`src/rtl/imp_pkg.sv`:
```
package imp_pkg;

  typedef enum logic {
    OP_CLEAR = 1'b0,
    OP_IMPLY = 1'b1
  } op_kind_e;

  typedef enum logic [2:0] {
    ROLE_A    = 3'd0,
    ROLE_B    = 3'd1,
    ROLE_C    = 3'd2,
    ROLE_M1   = 3'd3,
    ROLE_M2   = 3'd4,
    ROLE_M3   = 3'd5,
    ROLE_NONE = 3'd7
  } role_e;

  typedef struct packed {
    op_kind_e kind;
    role_e    src;
    role_e    dst;
  } uop_t;

  localparam int STEPS_PER_BIT = 23;

  function automatic uop_t mk(op_kind_e k, role_e s, role_e d);
    uop_t u;
    u.kind = k;
    u.src  = s;
    u.dst  = d;
    return u;
  endfunction

  // One-bit program: sum lands in M3, carry-out in C.
  function automatic uop_t uop_at(int step);
    case (step)
      0:       return mk(OP_CLEAR, ROLE_NONE, ROLE_M1);
      1:       return mk(OP_CLEAR, ROLE_NONE, ROLE_M2);
      2:       return mk(OP_CLEAR, ROLE_NONE, ROLE_M3);
      3:       return mk(OP_IMPLY, ROLE_A,    ROLE_M3);
      4:       return mk(OP_IMPLY, ROLE_B,    ROLE_M2);
      5:       return mk(OP_IMPLY, ROLE_M3,   ROLE_B);
      6:       return mk(OP_IMPLY, ROLE_A,    ROLE_M2);
      7:       return mk(OP_IMPLY, ROLE_M2,   ROLE_M1);
      8:       return mk(OP_IMPLY, ROLE_B,    ROLE_M1);
      9:       return mk(OP_CLEAR, ROLE_NONE, ROLE_A);
      10:      return mk(OP_IMPLY, ROLE_M1,   ROLE_A);
      11:      return mk(OP_CLEAR, ROLE_NONE, ROLE_B);
      12:      return mk(OP_CLEAR, ROLE_NONE, ROLE_M3);
      13:      return mk(OP_IMPLY, ROLE_C,    ROLE_M3);
      14:      return mk(OP_IMPLY, ROLE_M3,   ROLE_A);
      15:      return mk(OP_IMPLY, ROLE_C,    ROLE_M1);
      16:      return mk(OP_IMPLY, ROLE_M1,   ROLE_B);
      17:      return mk(OP_IMPLY, ROLE_A,    ROLE_B);
      18:      return mk(OP_CLEAR, ROLE_NONE, ROLE_M3);
      19:      return mk(OP_IMPLY, ROLE_B,    ROLE_M3);
      20:      return mk(OP_CLEAR, ROLE_NONE, ROLE_C);
      21:      return mk(OP_IMPLY, ROLE_M2,   ROLE_C);
      22:      return mk(OP_IMPLY, ROLE_M1,   ROLE_C);
      default: return mk(OP_CLEAR, ROLE_NONE, ROLE_NONE);
    endcase
  endfunction

  // Physical cell of a logical role for bit position b.
  function automatic int cell_of(role_e r, int b);
    case (r)
      ROLE_C:  return 0;
      ROLE_A:  return 3 * b + 3;
      ROLE_B:  return 3 * b + 4;
      ROLE_M3: return 3 * b + 5;
      ROLE_M1: return (b == 0) ? 1 : 3 * b;
      ROLE_M2: return (b == 0) ? 2 : 3 * b + 1;
      default: return 0;
    endcase
  endfunction

  // Sum cell of bit b; never used as scratch later.
  function automatic int sum_cell(int b);
    return 3 * b + 5;
  endfunction

endpackage

```
`src/rtl/imp_sequencer.sv`:
```
module imp_sequencer #(
  parameter int WIDTH = 8,
  parameter int BIT_W = 3,
  parameter int STEP_W = 5,
  parameter int CNT_W = 8
) (
  input  logic              clk,
  input  logic              rst_n,
  input  logic              start,
  output logic              busy,
  output logic              done,
  output logic              load,
  output logic              last_step,
  output logic [BIT_W-1:0]  bit_idx,
  output logic [STEP_W-1:0] step_idx,
  output logic [CNT_W-1:0]  step_count
);
  import imp_pkg::*;

  localparam int TOTAL = WIDTH * STEPS_PER_BIT;

  logic bit_end;

  assign load      = start & ~busy;
  assign bit_end   = (step_idx == STEP_W'(STEPS_PER_BIT - 1));
  assign last_step = busy & bit_end & (bit_idx == BIT_W'(WIDTH - 1));

  always_ff @(posedge clk) begin
    if (!rst_n) begin
      busy       <= 1'b0;
      done       <= 1'b0;
      bit_idx    <= '0;
      step_idx   <= '0;
      step_count <= '0;
    end else begin
      done <= 1'b0;
      if (!busy) begin
        if (start) begin
          busy       <= 1'b1;
          bit_idx    <= '0;
          step_idx   <= '0;
          step_count <= '0;
        end
      end else begin
        step_count <= step_count + CNT_W'(1);
        if (bit_end) begin
          step_idx <= '0;
          if (last_step) begin
            busy <= 1'b0;
            done <= 1'b1;
          end else begin
            bit_idx <= bit_idx + BIT_W'(1);
          end
        end else begin
          step_idx <= step_idx + STEP_W'(1);
        end
      end
    end
  end

  AST_DONE_PULSE: assert property (@(posedge clk) disable iff (!rst_n) done |=> !done);
  AST_DONE_AFTER_ALL: assert property (@(posedge clk) disable iff (!rst_n) done |-> (!busy && step_count == CNT_W'(TOTAL)));
  AST_LOAD_STARTS: assert property (@(posedge clk) disable iff (!rst_n) load |=> (busy && step_count == '0));
  AST_START_IGNORED: assert property (@(posedge clk) disable iff (!rst_n) (busy && start && !last_step) |=> (busy && step_count == $past(step_count) + CNT_W'(1)));
  AST_LAST_ENDS: assert property (@(posedge clk) disable iff (!rst_n) last_step |=> (done && !busy));

endmodule

```
`src/rtl/imp_decoder.sv`:
```
module imp_decoder #(
  parameter int BIT_W = 3,
  parameter int STEP_W = 5,
  parameter int IDX_W = 5
) (
  input  logic [BIT_W-1:0]  bit_idx,
  input  logic [STEP_W-1:0] step_idx,
  output logic              kind,
  output logic [IDX_W-1:0]  p_idx,
  output logic [IDX_W-1:0]  q_idx
);
  import imp_pkg::*;

  uop_t cur;

  always_comb begin
    cur   = uop_at(int'(step_idx));
    kind  = cur.kind;
    q_idx = IDX_W'(cell_of(cur.dst, int'(bit_idx)));
    if (cur.kind == OP_IMPLY) p_idx = IDX_W'(cell_of(cur.src, int'(bit_idx)));
    else                      p_idx = '0;
  end

endmodule

```
`src/rtl/imp_cell_row.sv`:
```
module imp_cell_row #(
  parameter int WIDTH = 8,
  parameter int CELLS = 27,
  parameter int IDX_W = 5
) (
  input  logic             clk,
  input  logic             rst_n,
  input  logic             load,
  input  logic [WIDTH-1:0] a,
  input  logic [WIDTH-1:0] b,
  input  logic             cin,
  input  logic             exec,
  input  logic             kind,
  input  logic [IDX_W-1:0] p_idx,
  input  logic [IDX_W-1:0] q_idx,
  output logic [WIDTH-1:0] sum_cells,
  output logic             carry_cell
);
  import imp_pkg::*;

  logic [CELLS-1:0] cells;
  logic [CELLS-1:0] load_vec;
  logic             p_val;
  logic             q_val;
  logic             do_imply;
  logic             do_clear;

  assign load_vec[0] = cin;
  assign load_vec[1] = 1'b0;
  assign load_vec[2] = 1'b0;

  for (genvar g = 0; g < WIDTH; g++) begin : g_bit
    assign load_vec[3*g+3] = a[g];
    assign load_vec[3*g+4] = b[g];
    assign load_vec[3*g+5] = 1'b0;
    assign sum_cells[g]    = cells[3*g+5];
  end

  assign carry_cell = cells[0];
  assign p_val      = cells[p_idx];
  assign q_val      = cells[q_idx];
  assign do_imply   = exec & (kind == OP_IMPLY);
  assign do_clear   = exec & (kind == OP_CLEAR);

  always_ff @(posedge clk) begin
    if (!rst_n) begin
      cells <= '0;
    end else if (load) begin
      cells <= load_vec;
    end else if (do_imply) begin
      cells[q_idx] <= ~p_val | q_val;
    end else if (do_clear) begin
      cells[q_idx] <= 1'b0;
    end
  end

  AST_IMPLY_KEEPS_SET: assert property (@(posedge clk) disable iff (!rst_n) (do_imply && q_val) |=> cells[$past(q_idx)]);
  AST_IMPLY_SETS_ON_ZERO_P: assert property (@(posedge clk) disable iff (!rst_n) (do_imply && !p_val) |=> cells[$past(q_idx)]);
  AST_IMPLY_SRC_HELD: assert property (@(posedge clk) disable iff (!rst_n) do_imply |=> (cells[$past(p_idx)] == $past(p_val)));
  AST_CLEAR_ZERO: assert property (@(posedge clk) disable iff (!rst_n) do_clear |=> !cells[$past(q_idx)]);
  AST_DISTINCT_CELLS: assert property (@(posedge clk) disable iff (!rst_n) do_imply |-> (p_idx != q_idx));
  AST_INDEX_RANGE: assert property (@(posedge clk) disable iff (!rst_n) exec |-> (int'(q_idx) < CELLS));

endmodule

```
`src/rtl/imply_serial_adder.sv`:
```
module imply_serial_adder #(
  parameter  int WIDTH  = 8,
  localparam int CELLS  = 3 * WIDTH + 3,
  localparam int IDX_W  = $clog2(CELLS),
  localparam int CNT_W  = $clog2(WIDTH * imp_pkg::STEPS_PER_BIT + 1)
) (
  input  logic             clk,
  input  logic             rst_n,
  input  logic             start,
  input  logic [WIDTH-1:0] op_a,
  input  logic [WIDTH-1:0] op_b,
  input  logic             carry_in,
  output logic             busy,
  output logic             done,
  output logic [WIDTH-1:0] sum,
  output logic             carry_out,
  output logic             trace_valid,
  output logic             trace_kind,
  output logic [IDX_W-1:0] trace_p,
  output logic [IDX_W-1:0] trace_q,
  output logic [CNT_W-1:0] step_count
);
  import imp_pkg::*;

  localparam int BIT_W  = (WIDTH > 1) ? $clog2(WIDTH) : 1;
  localparam int STEP_W = $clog2(STEPS_PER_BIT);

  logic              load;
  logic              last_step;
  logic [BIT_W-1:0]  bit_idx;
  logic [STEP_W-1:0] step_idx;
  logic              kind;
  logic [IDX_W-1:0]  p_idx;
  logic [IDX_W-1:0]  q_idx;
  logic [IDX_W-1:0]  prev_sum_idx;

  imp_sequencer #(
    .WIDTH(WIDTH), .BIT_W(BIT_W), .STEP_W(STEP_W), .CNT_W(CNT_W)
  ) u_seq (
    .clk(clk), .rst_n(rst_n), .start(start),
    .busy(busy), .done(done), .load(load), .last_step(last_step),
    .bit_idx(bit_idx), .step_idx(step_idx), .step_count(step_count)
  );

  imp_decoder #(
    .BIT_W(BIT_W), .STEP_W(STEP_W), .IDX_W(IDX_W)
  ) u_dec (
    .bit_idx(bit_idx), .step_idx(step_idx),
    .kind(kind), .p_idx(p_idx), .q_idx(q_idx)
  );

  imp_cell_row #(
    .WIDTH(WIDTH), .CELLS(CELLS), .IDX_W(IDX_W)
  ) u_row (
    .clk(clk), .rst_n(rst_n), .load(load),
    .a(op_a), .b(op_b), .cin(carry_in),
    .exec(busy), .kind(kind), .p_idx(p_idx), .q_idx(q_idx),
    .sum_cells(sum), .carry_cell(carry_out)
  );

  assign trace_valid  = busy;
  assign trace_kind   = busy ? kind : 1'b0;
  assign trace_p      = busy ? p_idx : '0;
  assign trace_q      = busy ? q_idx : '0;
  assign prev_sum_idx = IDX_W'(sum_cell(int'(bit_idx) - 1));

  AST_SUM_CELL_KEPT: assert property (@(posedge clk) disable iff (!rst_n) (busy && bit_idx != '0) |-> (q_idx != prev_sum_idx));
  AST_SUM_STABLE_IDLE: assert property (@(posedge clk) disable iff (!rst_n) (!busy && !start && !$past(busy)) |=> $stable(sum));

endmodule

```
`config.mk`:
```
export PLATFORM = sky130hd
export DESIGN_NAME = imply_serial_adder
export DESIGN_NICKNAME = d
export VERILOG_FILES = /design/src/rtl/imp_pkg.sv /design/src/rtl/imp_sequencer.sv /design/src/rtl/imp_decoder.sv /design/src/rtl/imp_cell_row.sv /design/src/rtl/imply_serial_adder.sv
export SDC_FILE = /design/constraint.sdc
export NUM_CORES = 1
export LEC_CHECK = 0
export ABC_CLOCK_PERIOD_IN_PS = 4450
export BUFFER_PORTS_ARGS = -buffer_cell sky130_fd_sc_hd__buf_2
export CAP_MARGIN = 30
export CORE_MARGIN = 1
export CORE_UTILIZATION = 59
export CTS_CLUSTER_SIZE = 8
export DETAILED_ROUTE_END_ITERATION = 16
export PLACE_DENSITY = 0.84
export SETUP_SLACK_MARGIN = 0.15
export SKIP_CTS_REPAIR_TIMING = 1
export SYNTH_ARGS = -nofsm -noshare
export SYNTH_HDL_FRONTEND = slang
export SYNTH_SLANG_ARGS = --single-unit
```
`constraint.sdc`:
```
create_clock -name clk -period 4.45 [get_ports clk]
set_input_delay 0.6675 -clock clk [delete_from_list [all_inputs] [get_ports clk]]
set_output_delay 0.6675 -clock clk [all_outputs]
set_load 0.005 [all_outputs]
```
==> results_dict.tcl <==
set metrics [dict create \
    slowest_delay_ps 480 \
    rsz0062_at_grt "false" \
    clk_path_buf_depth 2 \
    cts_root_buf "clkbuf_8" \
    power_w 0.00114 \
    ys_ff_latch 52 \
    track_usage_pct 32.2 \
    critPathCaptureType "flop" \
    viasPerCell 6.69 \
    numCtsBuffers 5 \
    std_cell_rows 31 \
    drv_cap 0 \
    insertion_delay_ps 310 \
    final_common_cell "nor2_1" \
    seqPwrFrac_pct 45.2 \
    netlist_area_um2 4570 \
    synth_compound_area_share_pct 32.5 \
    diodes 0 \
    synth_warnings 0 \
    worst_pin_slew_ps 872 \
    core_um2 7370 \
    die-area_um2 8100 \
    drc 0 \
    synth_ff_type "dfxtp_1" \
    dp.cells 729 \
    status "finished, final reports clean" \
    stdcell_count 737 \
    final_util_pct 67.7 \
    synth_top_family_by_area "compound AO/OA/AOI/OAI gates" \
    finalWirelength_um 13300 \
    p_comb_share_pct 25.6 \
    cts_tree "yes" \
    intPower_w 0.000759 \
    mostFrequentLayoutCells "nor2_1 (69), o21ai_0 (65), nand2_1 (63)" \
    hold_violations 0 \
    path_delay_family "compound AO/OA/AOI/OAI gates" \
    synthXorXnorAreaFrac_pct 3.18 \
    synth-simple-area-share_pct 22.7 \
    synthAdderAreaFrac_pct 6.52 \
    synth_cell_types 76 \
    drtAntennaViolNets 0 \
    p_sw_share_pct 33.5 \
    synth-edff-count 0 \
    startpoint_type "flop" \
    min_period_over_period_pct 89.5 \
    antenna_found_initial 0 \
    cp.arrival_ps 4170 \
    min_period_ps 3980 \
    ys_seq_area_share_pct 22.8 \
    cts_max_level 2 \
    drive_above_1_share_pct 15.5 \
    floorplan.initialDensity_pct 62.0 \
    fin_setup_tns_ps 0 \
    firstDrtPassIters 5 \
    vias 4927 \
    power_switching_w 0.000383 \
    io_pins 51 \
    syn_to_final_growth_pct 9.09 \
    cts_sinks 52 \
    clockPowerShare_pct 29.3 \
    leakage_nw 1.91 \
    fin_nets 679 \
    crit_path_max_fanout 27 \
    netlist_instances 612 \
    grt_pass1_vias 4499 \
    crit_type "reg2reg" \
    cp_cell_sequence "ha_1 > inv_1 > fa_1 > xnor2_2 > ha_1 > nand2_1 > a2111oi_4 > a311o_1 > o211ai_1 > o211a_1 > o41ai_2 > o211a_1 > buf_6 > a311oi_1" \
    grt_pass1_wl_um 21800 \
    clock-skew-final_ps 14.7 \
    cts.clk_slew.worst_paths_ps 110 \
    avgRoutedWirePerCell_um 18.0 \
    grt_max_degree 28 \
    synthMuxAreaShare_pct 4.98 \
    die_w_um 90.0 \
    slew_viol_final 0 \
    routabilityCongestion 1.01 \
    crit_slowest_cell "fa_1" \
    grt.overflow.total 0 \
    first_iter_violations 501 \
    portBuffers 50 \
    worst-path-buf-inv 2 \
    vdd_ir_drop_max_mv 0.212 \
    setup_viol 0 \
    dpl.hpwl_um 9880 \
    fmax_mhz 251 \
    cp.required_ps 4640 \
    power_density_nw_per_um2 229 \
    relSlewSlack_pct 41.1 \
    synth-async-reset-ratio_pct 0 \
    avgSynthCellArea_um2 7.47 \
    hold_path.class "reg2reg" \
    dieHeight_um 90.0 \
    synth_nets 654 \
]
## synth_stat cells (9+ instances only)
master / n / share of area (%)
a31oi_1: 9 / 1.2
nand2b_1: 12 / 1.6
nor2_1: 70 / 5.7
mux2i_1: 10 / 2.2
clkbuf_1: 23 / 1.9
o21ai_0: 65 / 7.1
buf_4: 10 / 1.6
inv_1: 20 / 1.6
ha_1: 19 / 5.2
dfxtp_1: 52 / 23
a21oi_1: 49 / 5.4
nand2_1: 63 / 5.2
a311oi_1: 19 / 3.6
nand3_1: 14 / 1.5
## state kept, by name (all words and copies together) (netlist names)
signal,flops
u_seq.bit_idx,3
u_seq.done,1
u_seq.busy,1
u_seq.step_count,8
u_dec.kind,1
u_seq.step_idx,5
u_row.cells,27
u_dec.cur,6
## path summary, 6_finish.rpt
kind         depth (start not counted)  slack, ps        endpoint        startpoint
max reg2reg                         14        470  u_row.cells[9]  u_seq.bit_idx[1]
min                                  2        540  u_row.cells[8]    u_row.cells[8]
min reg2reg                          2        540  u_row.cells[8]    u_row.cells[8]
max                                 14        470  u_row.cells[9]  u_seq.bit_idx[1]
## stage by stage
stage / setup WS [ps] / instance area [µm²] / hold WS [ps]
after floorplan: 638 / 4570 / 474
after global placement: 358 / 4800 / 498
after detailed placement: 139 / 4800 / 515
after CTS: 127 / 4910 / 532
after global routing: 158 / 4990 / 556
final: 467 / 4990 / 538
## worst register-to-register path: stages, from the launching register on
cell	delay, ps
dfxtp_1	440
ha_1	280
inv_1	80
fa_1	480
xnor2_2	260
ha_1	280
nand2_1	140
a2111oi_4	410
a311o_1	300
o211ai_1	130
o211a_1	160
o41ai_2	320
o211a_1	210
buf_6	230
a311oi_1	160
## per-layer routing
metal  vias up  GRT usage, %  share of wire (%)
li1       2297             -                  -
met3        37          5.08                9.3
met1      2299          44.6                 44
met4         0          11.3                2.2
met5         -             0                  0
met2       294          50.6                 45
## logic make-up after synthesis
group                    after synthesis
AO/OA/AOI/OAI                        222
flip-flops                            52
buffers and inverters                 68
AND/OR/NAND/NOR                      214
multiplexers                          19
XOR/XNOR                              15
adder cells (fa/ha/maj)               22
## cell type report
class | instances | area [µm²]
multi-input cells | 492 | 3260
fillers | 641 | 2380
flip-flops and latches | 52 | 1040
repair buffers | 64 | 359
well taps | 99 | 124
inverters | 22 | 82.6
clock buffers | 5 | 68.8
clock inverters | 3 | 46.3
## power groups by stage
| stage | Combinational [W] | Sequential [W] | Clock, W |
|---|---|---|---|
| after floorplan | 0.000208 | 0.000511 | 0 |
| after global placement | 0.000270 | 0.000523 | 0 |
| after detailed placement | 0.000279 | 0.000524 | 0 |
| after CTS | 0.000280 | 0.000513 | 0.000339 |
| after global routing | 0.000320 | 0.000518 | 0.000357 |
| final | 0.000292 | 0.000516 | 0.000334 |
(Power assumes the default switching activity.)
